[src/rtl/spi_flash_front_pkg.sv]
package spi_flash_front_pkg;
  typedef enum logic [2:0] {
    PH_OPC, PH_ADDR, PH_DUMMY, PH_DATA, PH_STAT, PH_ID, PH_DEAD
  } phase_e;

  localparam int          ADDR_BYTES  = 3;
  localparam int          FIELD_W     = 8 * ADDR_BYTES;
  localparam logic [7:0]  OPC_READ    = 8'h03;
  localparam logic [7:0]  OPC_FAST    = 8'h0B;
  localparam logic [7:0]  OPC_ID_A    = 8'h9F;
  localparam logic [7:0]  OPC_ID_B    = 8'hAB;
  localparam logic [7:0]  OPC_STAT    = 8'h05;
  localparam logic [7:0]  STAT_MASK   = 8'hF7;

  function automatic phase_e decode_opc(logic [7:0] opc);
    if (opc == OPC_READ || opc == OPC_FAST)          return PH_ADDR;
    else if ((opc & STAT_MASK) == OPC_STAT)          return PH_STAT;
    else if (opc == OPC_ID_A || opc == OPC_ID_B)     return PH_ID;
    else                                             return PH_DEAD;
  endfunction
endpackage

[src/rtl/spi_flash_front_pins.sv]
module spi_flash_front_pins (
  input  logic clk_i,
  input  logic rst_ni,
  input  logic cs_ni,
  input  logic sck_i,
  input  logic hold_ni,
  output logic rise_o,
  output logic fall_o,
  output logic paused_o
);
  logic sck_q, paused_q;

  always_ff @(posedge clk_i or negedge rst_ni) begin
    if (!rst_ni) begin
      sck_q    <= 1'b0;
      paused_q <= 1'b0;
    end else begin
      sck_q <= sck_i;
      // pause state only moves while SCK is low
      if (!sck_i) paused_q <= !hold_ni;
    end
  end

  assign rise_o   = !cs_ni && !paused_q &&  sck_i && !sck_q;
  assign fall_o   = !cs_ni && !paused_q && !sck_i &&  sck_q;
  assign paused_o = paused_q;

  p_pause_enter_r10: assert property (@(posedge clk_i) disable iff (!rst_ni)
    $rose(paused_q) |-> $past(!sck_i));
  p_pause_leave_r10: assert property (@(posedge clk_i) disable iff (!rst_ni)
    $fell(paused_q) |-> $past(!sck_i));
endmodule

[src/rtl/spi_flash_front_ctrl.sv]
module spi_flash_front_ctrl
  import spi_flash_front_pkg::*;
#(
  parameter int         ADDR_W  = 19,
  parameter logic [7:0] ID_MFR  = 8'h1F,
  parameter logic [7:0] ID_TYPE = 8'h66,
  parameter logic [7:0] ID_CAP  = 8'h04
) (
  input  logic              clk_i,
  input  logic              rst_ni,
  input  logic              cs_ni,
  input  logic              rise_i,
  input  logic              fall_i,
  input  logic              si_i,
  input  logic [7:0]        status_i,
  input  logic [7:0]        mem_rdata_i,
  output logic              mem_req_o,
  output logic [ADDR_W-1:0] mem_addr_o,
  output logic              tx_load_o,
  output logic [7:0]        tx_byte_o
);
  localparam logic [ADDR_W-1:0] ONE = {{(ADDR_W-1){1'b0}}, 1'b1};
  localparam logic [1:0] LAST_ADDR_BYTE = 2'(ADDR_BYTES - 1);

  phase_e              phase_q;
  logic [2:0]          bit_q;
  logic [1:0]          byte_q, id_q;
  logic [FIELD_W-1:0]  shift_q, shift_nx;
  logic [ADDR_W-1:0]   rd_addr_q, req_addr_q;
  logic                req_q, req_d1_q, fast_q;
  logic [7:0]          data_q, id_byte;
  logic                last_bit, out_phase;

  assign shift_nx  = {shift_q[FIELD_W-2:0], si_i};
  assign last_bit  = (bit_q == 3'd7);
  assign out_phase = (phase_q == PH_DATA) || (phase_q == PH_STAT) || (phase_q == PH_ID);
  assign tx_load_o = fall_i && (bit_q == 3'd0) && out_phase;

  always_comb begin
    unique case (id_q)
      2'd0:    id_byte = ID_MFR;
      2'd1:    id_byte = ID_TYPE;
      default: id_byte = ID_CAP;
    endcase
  end

  always_comb begin
    unique case (phase_q)
      PH_STAT: tx_byte_o = status_i;
      PH_ID:   tx_byte_o = id_byte;
      default: tx_byte_o = data_q;
    endcase
  end

  always_ff @(posedge clk_i or negedge rst_ni) begin
    if (!rst_ni) begin
      phase_q    <= PH_OPC;
      bit_q      <= '0;
      byte_q     <= '0;
      id_q       <= '0;
      shift_q    <= '0;
      rd_addr_q  <= '0;
      req_addr_q <= '0;
      req_q      <= 1'b0;
      req_d1_q   <= 1'b0;
      fast_q     <= 1'b0;
      data_q     <= '0;
    end else if (cs_ni) begin
      phase_q  <= PH_OPC;
      bit_q    <= '0;
      byte_q   <= '0;
      id_q     <= '0;
      req_q    <= 1'b0;
      req_d1_q <= 1'b0;
      fast_q   <= 1'b0;
    end else begin
      req_q    <= 1'b0;
      req_d1_q <= req_q;
      if (req_d1_q) data_q <= mem_rdata_i;
      if (rise_i) begin
        bit_q <= bit_q + 3'd1;
        unique case (phase_q)
          PH_OPC: begin
            shift_q <= shift_nx;
            if (last_bit) begin
              phase_q <= decode_opc(shift_nx[7:0]);
              fast_q  <= (shift_nx[7:0] == OPC_FAST);
            end
          end
          PH_ADDR: begin
            shift_q <= shift_nx;
            if (last_bit) begin
              byte_q <= byte_q + 2'd1;
              if (byte_q == LAST_ADDR_BYTE) begin
                if (fast_q) begin
                  phase_q   <= PH_DUMMY;
                  rd_addr_q <= shift_nx[ADDR_W-1:0];
                end else begin
                  phase_q    <= PH_DATA;
                  req_q      <= 1'b1;
                  req_addr_q <= shift_nx[ADDR_W-1:0];
                  rd_addr_q  <= shift_nx[ADDR_W-1:0] + ONE;
                end
              end
            end
          end
          PH_DUMMY, PH_DATA: begin
            if (last_bit) begin
              phase_q    <= PH_DATA;
              req_q      <= 1'b1;
              req_addr_q <= rd_addr_q;
              rd_addr_q  <= rd_addr_q + ONE;  // natural wrap at top of array
            end
          end
          default: ;
        endcase
      end
      if (tx_load_o && phase_q == PH_ID)
        id_q <= (id_q == 2'd2) ? 2'd0 : id_q + 2'd1;
    end
  end

  assign mem_req_o  = req_q;
  assign mem_addr_o = req_addr_q;

  p_req_pulse_r6: assert property (@(posedge clk_i) disable iff (!rst_ni)
    mem_req_o |=> !mem_req_o);
  p_req_in_read_r6: assert property (@(posedge clk_i) disable iff (!rst_ni)
    mem_req_o |-> (phase_q == PH_DATA));
  p_dead_sticky_r9: assert property (@(posedge clk_i) disable iff (!rst_ni)
    (phase_q == PH_DEAD && !cs_ni) |=> (phase_q == PH_DEAD));
  p_dead_no_req_r9: assert property (@(posedge clk_i) disable iff (!rst_ni)
    (phase_q == PH_DEAD) |-> !mem_req_o);
endmodule

[src/rtl/spi_flash_front_tx.sv]
module spi_flash_front_tx (
  input  logic       clk_i,
  input  logic       rst_ni,
  input  logic       cs_ni,
  input  logic       paused_i,
  input  logic       fall_i,
  input  logic       load_i,
  input  logic [7:0] byte_i,
  output logic       so_o,
  output logic       so_oe_o
);
  logic [7:0] sr_q;
  logic       valid_q;

  always_ff @(posedge clk_i or negedge rst_ni) begin
    if (!rst_ni) begin
      sr_q    <= '0;
      valid_q <= 1'b0;
    end else if (cs_ni) begin
      valid_q <= 1'b0;
    end else if (fall_i) begin
      if (load_i) begin
        sr_q    <= byte_i;
        valid_q <= 1'b1;
      end else begin
        sr_q <= {sr_q[6:0], 1'b0};
      end
    end
  end

  assign so_o    = sr_q[7];
  assign so_oe_o = valid_q && !paused_i && !cs_ni;

  p_so_on_fall_r1: assert property (@(posedge clk_i) disable iff (!rst_ni)
    !fall_i |=> $stable(sr_q));
endmodule

[src/rtl/spi_flash_front.sv]
module spi_flash_front #(
  parameter int         ADDR_W  = 19,
  parameter logic [7:0] ID_MFR  = 8'h1F,
  parameter logic [7:0] ID_TYPE = 8'h66,
  parameter logic [7:0] ID_CAP  = 8'h04
) (
  input  logic              clk_i,
  input  logic              rst_ni,
  input  logic              cs_ni,
  input  logic              sck_i,
  input  logic              si_i,
  input  logic              hold_ni,
  output logic              so_o,
  output logic              so_oe_o,
  output logic              mem_req_o,
  output logic [ADDR_W-1:0] mem_addr_o,
  input  logic [7:0]        mem_rdata_i,
  input  logic [7:0]        status_i
);
  logic       rise, fall, paused, tx_load;
  logic [7:0] tx_byte;

  spi_flash_front_pins u_pins (
    .clk_i, .rst_ni, .cs_ni, .sck_i, .hold_ni,
    .rise_o(rise), .fall_o(fall), .paused_o(paused)
  );

  spi_flash_front_ctrl #(
    .ADDR_W(ADDR_W), .ID_MFR(ID_MFR), .ID_TYPE(ID_TYPE), .ID_CAP(ID_CAP)
  ) u_ctrl (
    .clk_i, .rst_ni, .cs_ni, .rise_i(rise), .fall_i(fall), .si_i,
    .status_i, .mem_rdata_i, .mem_req_o, .mem_addr_o,
    .tx_load_o(tx_load), .tx_byte_o(tx_byte)
  );

  spi_flash_front_tx u_tx (
    .clk_i, .rst_ni, .cs_ni, .paused_i(paused), .fall_i(fall),
    .load_i(tx_load), .byte_i(tx_byte), .so_o, .so_oe_o
  );

  p_cs_hiz_r11: assert property (@(posedge clk_i) disable iff (!rst_ni)
    cs_ni |=> !so_oe_o);
  p_reset_quiet_r12: assert property (@(posedge clk_i)
    !rst_ni |-> (!so_oe_o && !mem_req_o));
endmodule

[config.mk]
export PLATFORM = sky130hd
export DESIGN_NAME = spi_flash_front
export DESIGN_NICKNAME = d
export VERILOG_FILES = /design/src/rtl/spi_flash_front_pkg.sv /design/src/rtl/spi_flash_front_pins.sv /design/src/rtl/spi_flash_front_ctrl.sv /design/src/rtl/spi_flash_front_tx.sv /design/src/rtl/spi_flash_front.sv
export SDC_FILE = /design/constraint.sdc
export NUM_CORES = 1
export LEC_CHECK = 0
export ABC_AREA = 1
export CAP_MARGIN = 25
export CORE_AREA = 2 2 102 104
export DETAILED_ROUTE_END_ITERATION = 16
export DIE_AREA = 0 0 104 106
export PLACE_DENSITY = 0.87
export SYNTH_ARGS = -nofsm -noshare
export SYNTH_HDL_FRONTEND = slang
export SYNTH_HIERARCHICAL = 1
export SYNTH_SLANG_ARGS = --single-unit
[constraint.sdc]
create_clock -name clk_i -period 1.6 [get_ports clk_i]
set_input_delay 0.32 -clock clk_i [delete_from_list [all_inputs] [get_ports clk_i]]
set_output_delay 0.32 -clock clk_i [all_outputs]
set_load 0.05 [all_outputs]
Yosys cells after proc, flatten, opt, wreduce, memory -nomap -nowiden --
Index checks and enable logic that the tools add are counted.
Word-level totals: register bits 88, output and inout bits 22
Cells by class: $add $sub $neg 5, eq/ne operators 22, reductions and logical operators 42, bitwise operators 1, muxes and demuxes 48
Operators with widths (count):
- $mux 19 | 8
- $pmux 19 s2 | 2
- $add 19x1->19 const B | 2
- $mux 3 | 10
- $eq 8x8->1 const B | 2
- $mux 2 | 8
- $pmux 8 s2 | 1
- $reduce_bool 2->1 | 8
- $mux 1 | 15
- $pmux 7 s2 | 1
- $ne 3x2->1 const B | 4
- $reduce_and 6->1 | 2
- $logic_and 1x1->1 | 10
- $eq 3x3->1 const B | 3
- $pmux 3 s3 | 1
- $reduce_and 3->1 | 3
- $eq 8x2->1 const B | 1
- $eq 8x4->1 const B | 1
- $mux 8 | 1
- $eq 7x3->1 const B | 1
- $reduce_and 7->1 | 1
- $eq 3x2->1 const B | 2
- $logic_not 3->1 | 2
- $ne 2x1->1 const B | 3
- other kinds (14) | 26

Depth between registers and ports, before layout --
Gate-level depths: netlist (run 1).
depth after elaboration 9, gate-level depth with buffers 12, mapped depth without buffers 11

By module --
The synthesis (run 1) kept the hierarchy.
By module, submodules not included:
- spi_flash_front_ctrl | cells an instance 628, area each 4639.4 um^2, instances 1, seq. area each 1926.8 um^2
- spi_flash_front_tx | cells an instance 63, area each 459.2 um^2, instances 1, seq. area each 225.2 um^2
- spi_flash_front_pins | cells an instance 13, area each 92.6 um^2, instances 1, seq. area each 50.0 um^2

Least setup slack after synthesis (run 1) --
OpenSTA, ideal clock, no wires.
kind reg2out, start point reg u_pins.paused_q (netlist: u_pins/paused_o), end point out so_oe_o, stages on the path, launching flop included 2, data arrival time 1.457 ns, setup slack -0.177 ns, path buffers 0, path through dfrtp_1 > nor3_1
Between the ends: word-level cells in the longest chain between the ends 3
RTL lines:
- from (decl) | line spi_flash_front_pins.sv:11 | logic sck_q, paused_q;
- from (signal assigned) | line spi_flash_front_pins.sv:20 | if (!sck_i) paused_q <= !hold_ni;
- $logic_not 1->1 | line spi_flash_front_tx.sv:32 | assign so_oe_o = valid_q && !paused_i && !cs_ni;
- $logic_and 1x1->1 (2 in series) | line spi_flash_front_tx.sv:32
- to (decl) | line spi_flash_front.sv:14 | output logic so_oe_o,
No other way between the ends.

Worst setup path after layout (run 1) --
start point reg u_pins.paused_q (netlist: u_pins/paused_o), end point reg u_ctrl.phase_q[0]
Between the ends: word-level cells in the longest chain between the ends 6
RTL lines:
- $logic_not 1->1 | line spi_flash_front_pins.sv:24 | assign rise_o = !cs_ni && !paused_q && sck_i && !sck_q;
- $logic_and 1x1->1 (3 in series) | line spi_flash_front_pins.sv:24
- net rise | line spi_flash_front.sv:20 | logic rise, fall, paused, tx_load;
- $reduce_bool 2->1 (no line)
- $reduce_and 6->1 (no line)
- to (signal assigned) | line spi_flash_front_ctrl.sv:86 | phase_q <= decode_opc(shift_nx[7:0]);
- to (decl) | line spi_flash_front_ctrl.sv:25 | phase_e phase_q;
The timed path passes the listed nets, and every way through them passes these cells. A chain may end at the register's enable or synchronous reset.

==> results.py, run 1 <==
metrics = {
    "run_status": {
        "status": "complete, but fails checks",
        "failed_checks": "negative setup slack",
    },
    "power_and_ir_drop": {
        "power-per-cell-area_nw_per_um2": 658,
        "leakage_nw": 3.26,
        "vdd_drop_max_mv": 0.350,
        "fin_total_pwr_mw": 4.46,
    },
    "flow_run": {
        "max-cap-violations": 0,
    },
    "synthesis": {
        "seq_area_frac_synth_pct": 42.4,
        "synth_top_flop_cell": "sky130_fd_sc_hd__dfrtp_1",
        "synth_enable_flop_cells": 0,
        "synth_largest_type_area_fraction_pct": 42.4,
        "yosys-top-cells-area": "sky130_fd_sc_hd__dfrtp_1, sky130_fd_sc_hd__nand2_1, sky130_fd_sc_hd__nand3_1, sky130_fd_sc_hd__o21ai_0, sky130_fd_sc_hd__inv_1",
        "synthesis.instances": 704,
        "synth_area_leader_cell": "sky130_fd_sc_hd__dfrtp_1",
        "number_of_nets_in_the_synthesized_netlist": 734,
        "post_synth_instance_area_um2": 5190,
        "synth_cell_type_count": 39,
        "synth_area_per_cell_um2": 7.37,
        "yosys_register_bits": 88,
        "asyncSetResetFlopFracSynth_pct": 100,
        "yosysWarnings": 6,
    },
    "routing": {
        "routedWlPerCell_um": 16.4,
        "num_vias": 5512,
        "firstDrtPassIters": 6,
        "drt_iter0_drc": 866,
        "finalWirelength_um": 15600,
        "postRouteAntennaNets": 0,
        "drc": 0,
        "viasPerCell": 5.79,
    },
    "worst_setup_path": {
        "cp_num_buf_inv": 3,
        "worstPathMaxFanout": 3,
        "worst_path_arrival_time_ps": 1980,
        "worst_setup_path_end_kind": "flip-flop",
        "critical_path_required_ps": 1920,
        "cp_top_family": "simple AND/OR/NAND/NOR gates",
        "crit_path_start_kind": "flip-flop",
        "critical_path.cell_chain": "inv_1, nand2_1, nor2_2, inv_2, buf_4, nor3_4, nand2_1, nor2_1, o211ai_1, nand2_1",
        "worst-path-stages": 10,
        "crit_path_frequent_cell": "sky130_fd_sc_hd__nand2_1",
        "cpPeakStageDelay_ps": 380,
        "timing.reg2reg.worst_path_depth": 10,
        "path_class": "reg2reg",
        "critical-path-slowest-cell": "sky130_fd_sc_hd__dfrtp_1",
    },
    "worst_hold_path": {
        "worstHoldPathCells": 1,
        "hold_path.class": "in2reg",
    },
    "global_routing": {
        "grt_start_max_net_pins": 47,
        "wire_length_of_the_first_global_routing_pass_um": 22800,
        "global_route.usage.total_pct": 25.7,
        "grt_overflow_total": 0,
        "grt_pass1_vias": 4821,
        "number_of_antenna_violations_at_the_first_check_in_global_routing": 0,
    },
    "clock_tree": {
        "clock-root-buffer": "sky130_fd_sc_hd__clkbuf_8",
        "worst_setup_hold_path_clk_slew_ps": 90,
        "htree_num_levels": 3,
        "clock_latency_late_sink_ps": 380,
        "cts-root-to-sink-buffers": 2,
        "tritoncts_num_sinks": 88,
        "clock_tree_from_tritoncts": "done",
        "number_of_cts_inserted_buffers": 9,
    },
    "cells_and_area": {
        "drive_gt1_share_pct": 27.5,
        "count_of_inserted_antenna_diode_cells": 0,
        "layout-area-overhead-vs-synth_pct": 30.7,
        "stdcell_area_um2": 6780,
        "final.fill_count": 712,
        "net_count_of_the_finished_layout": 842,
    },
    "placement": {
        "place.port_buffers": 43,
        "place_worst_setup_slack_ps": -459,
        "place_congestion": 0.904,
        "placedInstanceArea_um2": 6100,
        "hpwl_um": 9270,
    },
    "sta": {
        "achievable-frequency_mhz": 603,
        "worst_slew_pin_slew_ps": 436,
        "finalSetupViolCount": 27,
        "final_min_period_over_clock_period_pct": 104,
        "hold-worst-slack_ps": 295,
        "timing.slew.headroom_pct": 70.7,
        "finalHoldViolCount": 0,
        "final_max_slew_viol_count": 0,
        "post-route-min-period_ps": 1660,
        "fin_skew_ps": 10.1,
        "rsz0062_at_grt": "true",
        "setup_slack_ps": -59.2,
    },
    "floorplan": {
        "floorplan.initialDensity_pct": 51.9,
        "num_rows": 37,
        "fp.dieH_um": 106,
        "floorplan.die_area_um2": 11000,
        "top_level_ports": 44,
        "die_width_um": 104,
        "core_area_um2": 10000,
    },
}
-- cells by family after synthesis --
| family | Yosys count | share of synthesized area [%] |
|---|---|---|
| adders and majority gates | 8 | 1.93 |
| xor gates and xnor gates | 6 | 1.01 |
| AOI/OAI and AO/OA | 114 | 13.0 |
| and+or+nand+nor | 381 | 31.5 |
| muxes | 8 | 1.74 |
| DFF | 88 | 42.4 |
| buffers and inverters | 99 | 8.48 |
-- sequential cells by signal, summed over array words and instances (netlist names) --
name               cells
u_ctrl/req_d1_q        1
u_ctrl/byte_q          2
u_ctrl/data_q          8
u_ctrl/mem_req_o       1
u_ctrl/rd_addr_q      19
u_pins/paused_o        1
u_pins/sck_q           1
u_ctrl/phase_q         3
u_ctrl/id_q            2
u_ctrl/fast_q          1
u_ctrl/bit_q           3
u_tx/valid_q           1
u_ctrl/mem_addr_o     19
u_ctrl/shift_q        18
u_tx/sr_q              8
-- power by group --
group	switching (mW)	total, mW	internal, mW
registers	0.0875	2.39	2.30
clock network	0.791	1.42	0.630
logic	0.410	0.654	0.244
total	1.29	4.46	3.17
-- area by class of cell --
class                   instances  area, µm²  area share, %
clock inverters                 4       20.0          0.295
repair inverters                1       11.3          0.166
inverters                      74        295           4.35
clock buffers                  11        151           2.23
repair buffers                121       1120           16.6
well taps                     136        170           2.51
flip-flops and latches         88       2210           32.5
multi-input cells             517       2810           41.4
-- routing by layer --
metal,global-route usage [%],part of all wire [%]
met5,0,0
met4,11.1,3.6
met3,3.49,10
met2,39.9,46
met1,36.2,40
-- cells in the mapped netlist, types with 2 or more instances --
cell type	n
sky130_fd_sc_hd__o22ai_2	2
sky130_fd_sc_hd__nor3_1	11
sky130_fd_sc_hd__inv_1	65
sky130_fd_sc_hd__o21ai_1	8
sky130_fd_sc_hd__o21ai_2	10
sky130_fd_sc_hd__clkbuf_1	7
sky130_fd_sc_hd__a31oi_1	2
sky130_fd_sc_hd__inv_2	8
sky130_fd_sc_hd__mux2_2	8
sky130_fd_sc_hd__nor2_1	50
sky130_fd_sc_hd__nor2_2	8
sky130_fd_sc_hd__ha_1	8
sky130_fd_sc_hd__buf_4	4
sky130_fd_sc_hd__o21bai_1	2
sky130_fd_sc_hd__buf_2	9
sky130_fd_sc_hd__nand2_1	237
sky130_fd_sc_hd__o211ai_1	8
sky130_fd_sc_hd__buf_6	5
sky130_fd_sc_hd__dfrtp_1	88
sky130_fd_sc_hd__xor2_1	6
sky130_fd_sc_hd__nand3_1	58
sky130_fd_sc_hd__a21oi_1	18
sky130_fd_sc_hd__o21ai_0	58
sky130_fd_sc_hd__nor2_4	3
sky130_fd_sc_hd__nand3b_1	2
sky130_fd_sc_hd__nand4_1	6
-- stage by stage --
step / cells / utilization (%) / setup TNS (ps)
after global routing: 952 / 67.8 / -5080
after detailed placement: 912 / 61.0 / -26840
after floorplan: 704 / - / 0
final: 952 / 67.8 / -741
after global placement: 912 / 61.0 / -22310
after CTS: 943 / 64.5 / 0
-- timing repair --
item	4_1_cts	5_1_grt
setup buffers	13	8
pin swaps	6	27
setup endpoints to repair	31	74
resized for setup	16	87
gates cloned	2	1
endpoints found under the hold margin	25	0
hold buffers	1	0
-- final timing paths --
| check | endpoint | slack (ps) | startpoint |
|---|---|---|---|
| setup / recovery | u_ctrl/phase_q[0] | -60 | u_pins/paused_o |
| hold / removal | u_pins/sck_q | 300 | sck_i |
| setup reg to reg | u_ctrl/phase_q[0] | -60 | u_pins/paused_o |
| hold reg to reg | u_tx/sr_q[5] | 490 | u_tx/sr_q[5] |
| max in group asynchronous | u_ctrl/shift_q[2] | 700 | rst_ni |
| min in group asynchronous | u_ctrl/shift_q[16] | 390 | rst_ni |
-- cells in the final DEF (no fill, tap or decap), types with 6 or more instances in the layout --
master	count
sky130_fd_sc_hd__o21ai_2	12
sky130_fd_sc_hd__nor2_2	10
sky130_fd_sc_hd__mux2_2	8
sky130_fd_sc_hd__xor2_1	6
sky130_fd_sc_hd__nand2_2	25
sky130_fd_sc_hd__nand4_1	6
sky130_fd_sc_hd__nor2_1	42
sky130_fd_sc_hd__nor2_4	9
sky130_fd_sc_hd__a21oi_1	15
sky130_fd_sc_hd__o21ai_1	12
sky130_fd_sc_hd__buf_12	10
sky130_fd_sc_hd__inv_1	62
sky130_fd_sc_hd__buf_6	6
sky130_fd_sc_hd__clkbuf_8	11
sky130_fd_sc_hd__nor3_1	7
sky130_fd_sc_hd__nand3_1	54
sky130_fd_sc_hd__inv_2	8
sky130_fd_sc_hd__o211ai_1	8
sky130_fd_sc_hd__buf_4	81
sky130_fd_sc_hd__dfrtp_1	85
sky130_fd_sc_hd__clkdlybuf4s50_1	17
sky130_fd_sc_hd__nand2_1	211
sky130_fd_sc_hd__o21ai_0	51
(Power assumes the default switching activity.)
==> inputs of run 2 (changes only) <==
--- a/config.mk
+++ b/config.mk
@@ -10,7 +10,7 @@
 export CORE_AREA = 2 2 102 104
 export DETAILED_ROUTE_END_ITERATION = 16
 export DIE_AREA = 0 0 104 106
-export PLACE_DENSITY = 0.87
+export PLACE_DENSITY = 0.76
 export SYNTH_ARGS = -nofsm -noshare
 export SYNTH_HDL_FRONTEND = slang
 export SYNTH_HIERARCHICAL = 1
==> results.py, run 2 (same netlist as run 1, synthesis figures left out) <==
metrics = {
    "power_and_ir_drop": {
        "sw_frac_of_total_pct": 27.4,
        "p_int_mw": 3.48,
        "power-per-cell-area_nw_per_um2": 681,
        "pwr-share-comb_pct": 13.7,
        "sequential_power_share_pct": 49.8,
        "vdd_drop_max_mv": 0.421,
        "fin_total_pwr_mw": 4.79,
        "clock_power_share_pct": 36.5,
        "sw_pwr_mw": 1.31,
        "leakage_nw": 3.38,
    },
    "sta": {
        "post-route-min-period_ps": 1670,
        "hold-worst-slack_ps": 288,
        "setup_slack_ps": -65.9,
        "timing.slew.headroom_pct": 72.8,
        "finalHoldViolCount": 0,
        "finalSetupViolCount": 25,
        "final_min_period_over_clock_period_pct": 104,
        "fin_skew_ps": 9.22,
        "achievable-frequency_mhz": 600,
        "worst_slew_pin_slew_ps": 404,
        "rsz0062_at_grt": "true",
        "timing.setup.tns_ps": -514,
        "final_max_slew_viol_count": 0,
    },
    "run_status": {
        "status": "complete, but fails checks",
        "failed_checks": "negative setup slack",
    },
    "clock_tree": {
        "number_of_cts_inserted_buffers": 9,
        "clock_tree_from_tritoncts": "done",
        "tritoncts_num_sinks": 88,
        "clock-root-buffer": "sky130_fd_sc_hd__clkbuf_8",
        "clock_latency_late_sink_ps": 380,
        "htree_num_levels": 3,
        "worst_setup_hold_path_clk_slew_ps": 90,
        "cts-root-to-sink-buffers": 2,
    },
    "placement": {
        "placedInstanceArea_um2": 6120,
        "place.port_buffers": 43,
        "hpwl_um": 9960,
        "post-place-cells": 915,
        "place_worst_setup_slack_ps": -421,
        "place_congestion": 0.914,
    },
    "routing": {
        "num_vias": 5261,
        "drt_iter0_drc": 506,
        "routedWlPerCell_um": 15.9,
        "drc": 0,
        "viasPerCell": 5.48,
        "postRouteAntennaNets": 0,
        "firstDrtPassIters": 5,
        "finalWirelength_um": 15200,
    },
    "global_routing": {
        "grt_overflow_total": 0,
        "grt_pass1_vias": 4680,
        "grt_start_max_net_pins": 48,
        "global_route.usage.total_pct": 25.7,
        "wire_length_of_the_first_global_routing_pass_um": 22600,
        "number_of_antenna_violations_at_the_first_check_in_global_routing": 0,
    },
    "cells_and_area": {
        "final_core_utilization_pct": 70.4,
        "layout_common_cells": "sky130_fd_sc_hd__nand2_1, sky130_fd_sc_hd__dfrtp_1, sky130_fd_sc_hd__buf_4",
        "multi_input_area_um2": 2840,
        "layout-area-overhead-vs-synth_pct": 35.5,
        "mostFrequentLayoutCell": "sky130_fd_sc_hd__nand2_1",
        "net_count_of_the_finished_layout": 849,
        "ff_latch_area_um2": 2200,
        "count_of_inserted_antenna_diode_cells": 0,
        "number_of_standard_cells_in_the_layout_taps_in_and_fillers_out": 960,
        "drive_gt1_share_pct": 27.3,
        "stdcell_area_um2": 7040,
        "final.fill_count": 791,
    },
    "flow_run": {
        "max-cap-violations": 0,
    },
    "floorplan": {
        "floorplan.die_area_um2": 11000,
        "die_width_um": 104,
        "top_level_ports": 44,
        "floorplan.initialDensity_pct": 51.9,
        "core_area_um2": 10000,
        "num_rows": 37,
        "fp.dieH_um": 106,
    },
    "worst_setup_path": {
        "critical_path.cell_chain": "inv_2, nand2_2, nor2_4, inv_2, o21ai_2, nand2_2, nor2_4, buf_12, buf_8, o211ai_1, nand2_1",
        "cpPeakStageDelay_ps": 400,
        "crit_path_start_kind": "flip-flop",
        "critical_path_required_ps": 1920,
        "critical-path-slowest-cell": "sky130_fd_sc_hd__dfrtp_1",
        "worst_path_arrival_time_ps": 1990,
        "worst_setup_path_end_kind": "flip-flop",
        "worstPathMaxFanout": 6,
        "path_class": "reg2reg",
        "timing.reg2reg.worst_path_depth": 11,
    },
    "worst_hold_path": {
        "worstHoldPathCells": 3,
        "hold_path.class": "in2reg",
    },
}
## run 2: changes by cell type in the layout (fill, tap and decap cells not counted), sizes merged, moves of 2 or more
cell and change:
buf +3, clkbuf +4, clkinv -2, clkdlybuf4s50 +2, clkinvlp +2, bufinv +2
## run 2: worst max-delay path: cells and delay by family (launching register included)
family                 cells  cell delay (ps)
DFF                        1              400
buffers and inverters      4              430
AOI/OAI and AO/OA          2              230
and+or+nand+nor            5              540
## run 2: worst paths after layout
path                                        from               endpoint  slack, ps
setup reg to reg               u_ctrl/phase_q[1]   u_ctrl/mem_addr_o[2]        -70
min in group asynchronous                 rst_ni  u_ctrl/mem_addr_o[14]        410
hold / removal                              si_i      u_ctrl/shift_q[0]        290
max in group asynchronous                 rst_ni       u_ctrl/data_q[1]        690
hold reg to reg            u_ctrl/mem_addr_o[10]  u_ctrl/mem_addr_o[10]        480
setup / recovery               u_ctrl/phase_q[1]   u_ctrl/mem_addr_o[2]        -70
## run 2: final cells by class
type / instances / area share, %
Clock buffer: 11 / 2.01
Clock inverter: 5 / 1.14
Inverter: 74 / 4.23
Multi-Input combinational cell: 517 / 40.4
Sequential cell: 88 / 31.3
Tap cell: 136 / 2.42
Timing Repair Buffer: 128 / 18.4
Timing Repair inverter: 1 / 0.0889
## run 2: per-layer routing
metal | vias to the layer above | global-route usage, % | part of all wire [%] | wire length [µm]
met1 | 2483 | 38.6 | 45 | 6800
met3 | 25 | 2.27 | 6.9 | 1060
met4 | 0 | 8.40 | 2.1 | 325
li1 | 2506 | - | - | -
met5 | - | 0 | 0 | 0
met2 | 247 | 39.2 | 46 | 7050
## run 2: what timing repair did
action	in CTS	in global routing
hold buffers	1	0
gates resized for setup	23	93
setup endpoints to repair	43	71
gates cloned	2	5
pin swaps	8	34
hold endpoints to repair	24	0
setup buffers	6	15
## run 2: power groups by stage
stage	clock (mW)	sequential [mW]	combinational (mW)
floorplan	0	2.40	0.306
global placement	0	2.42	0.575
detailed placement	0	2.42	0.587
CTS	1.78	2.38	0.604
global route	1.85	2.40	0.718
finish	1.75	2.39	0.655
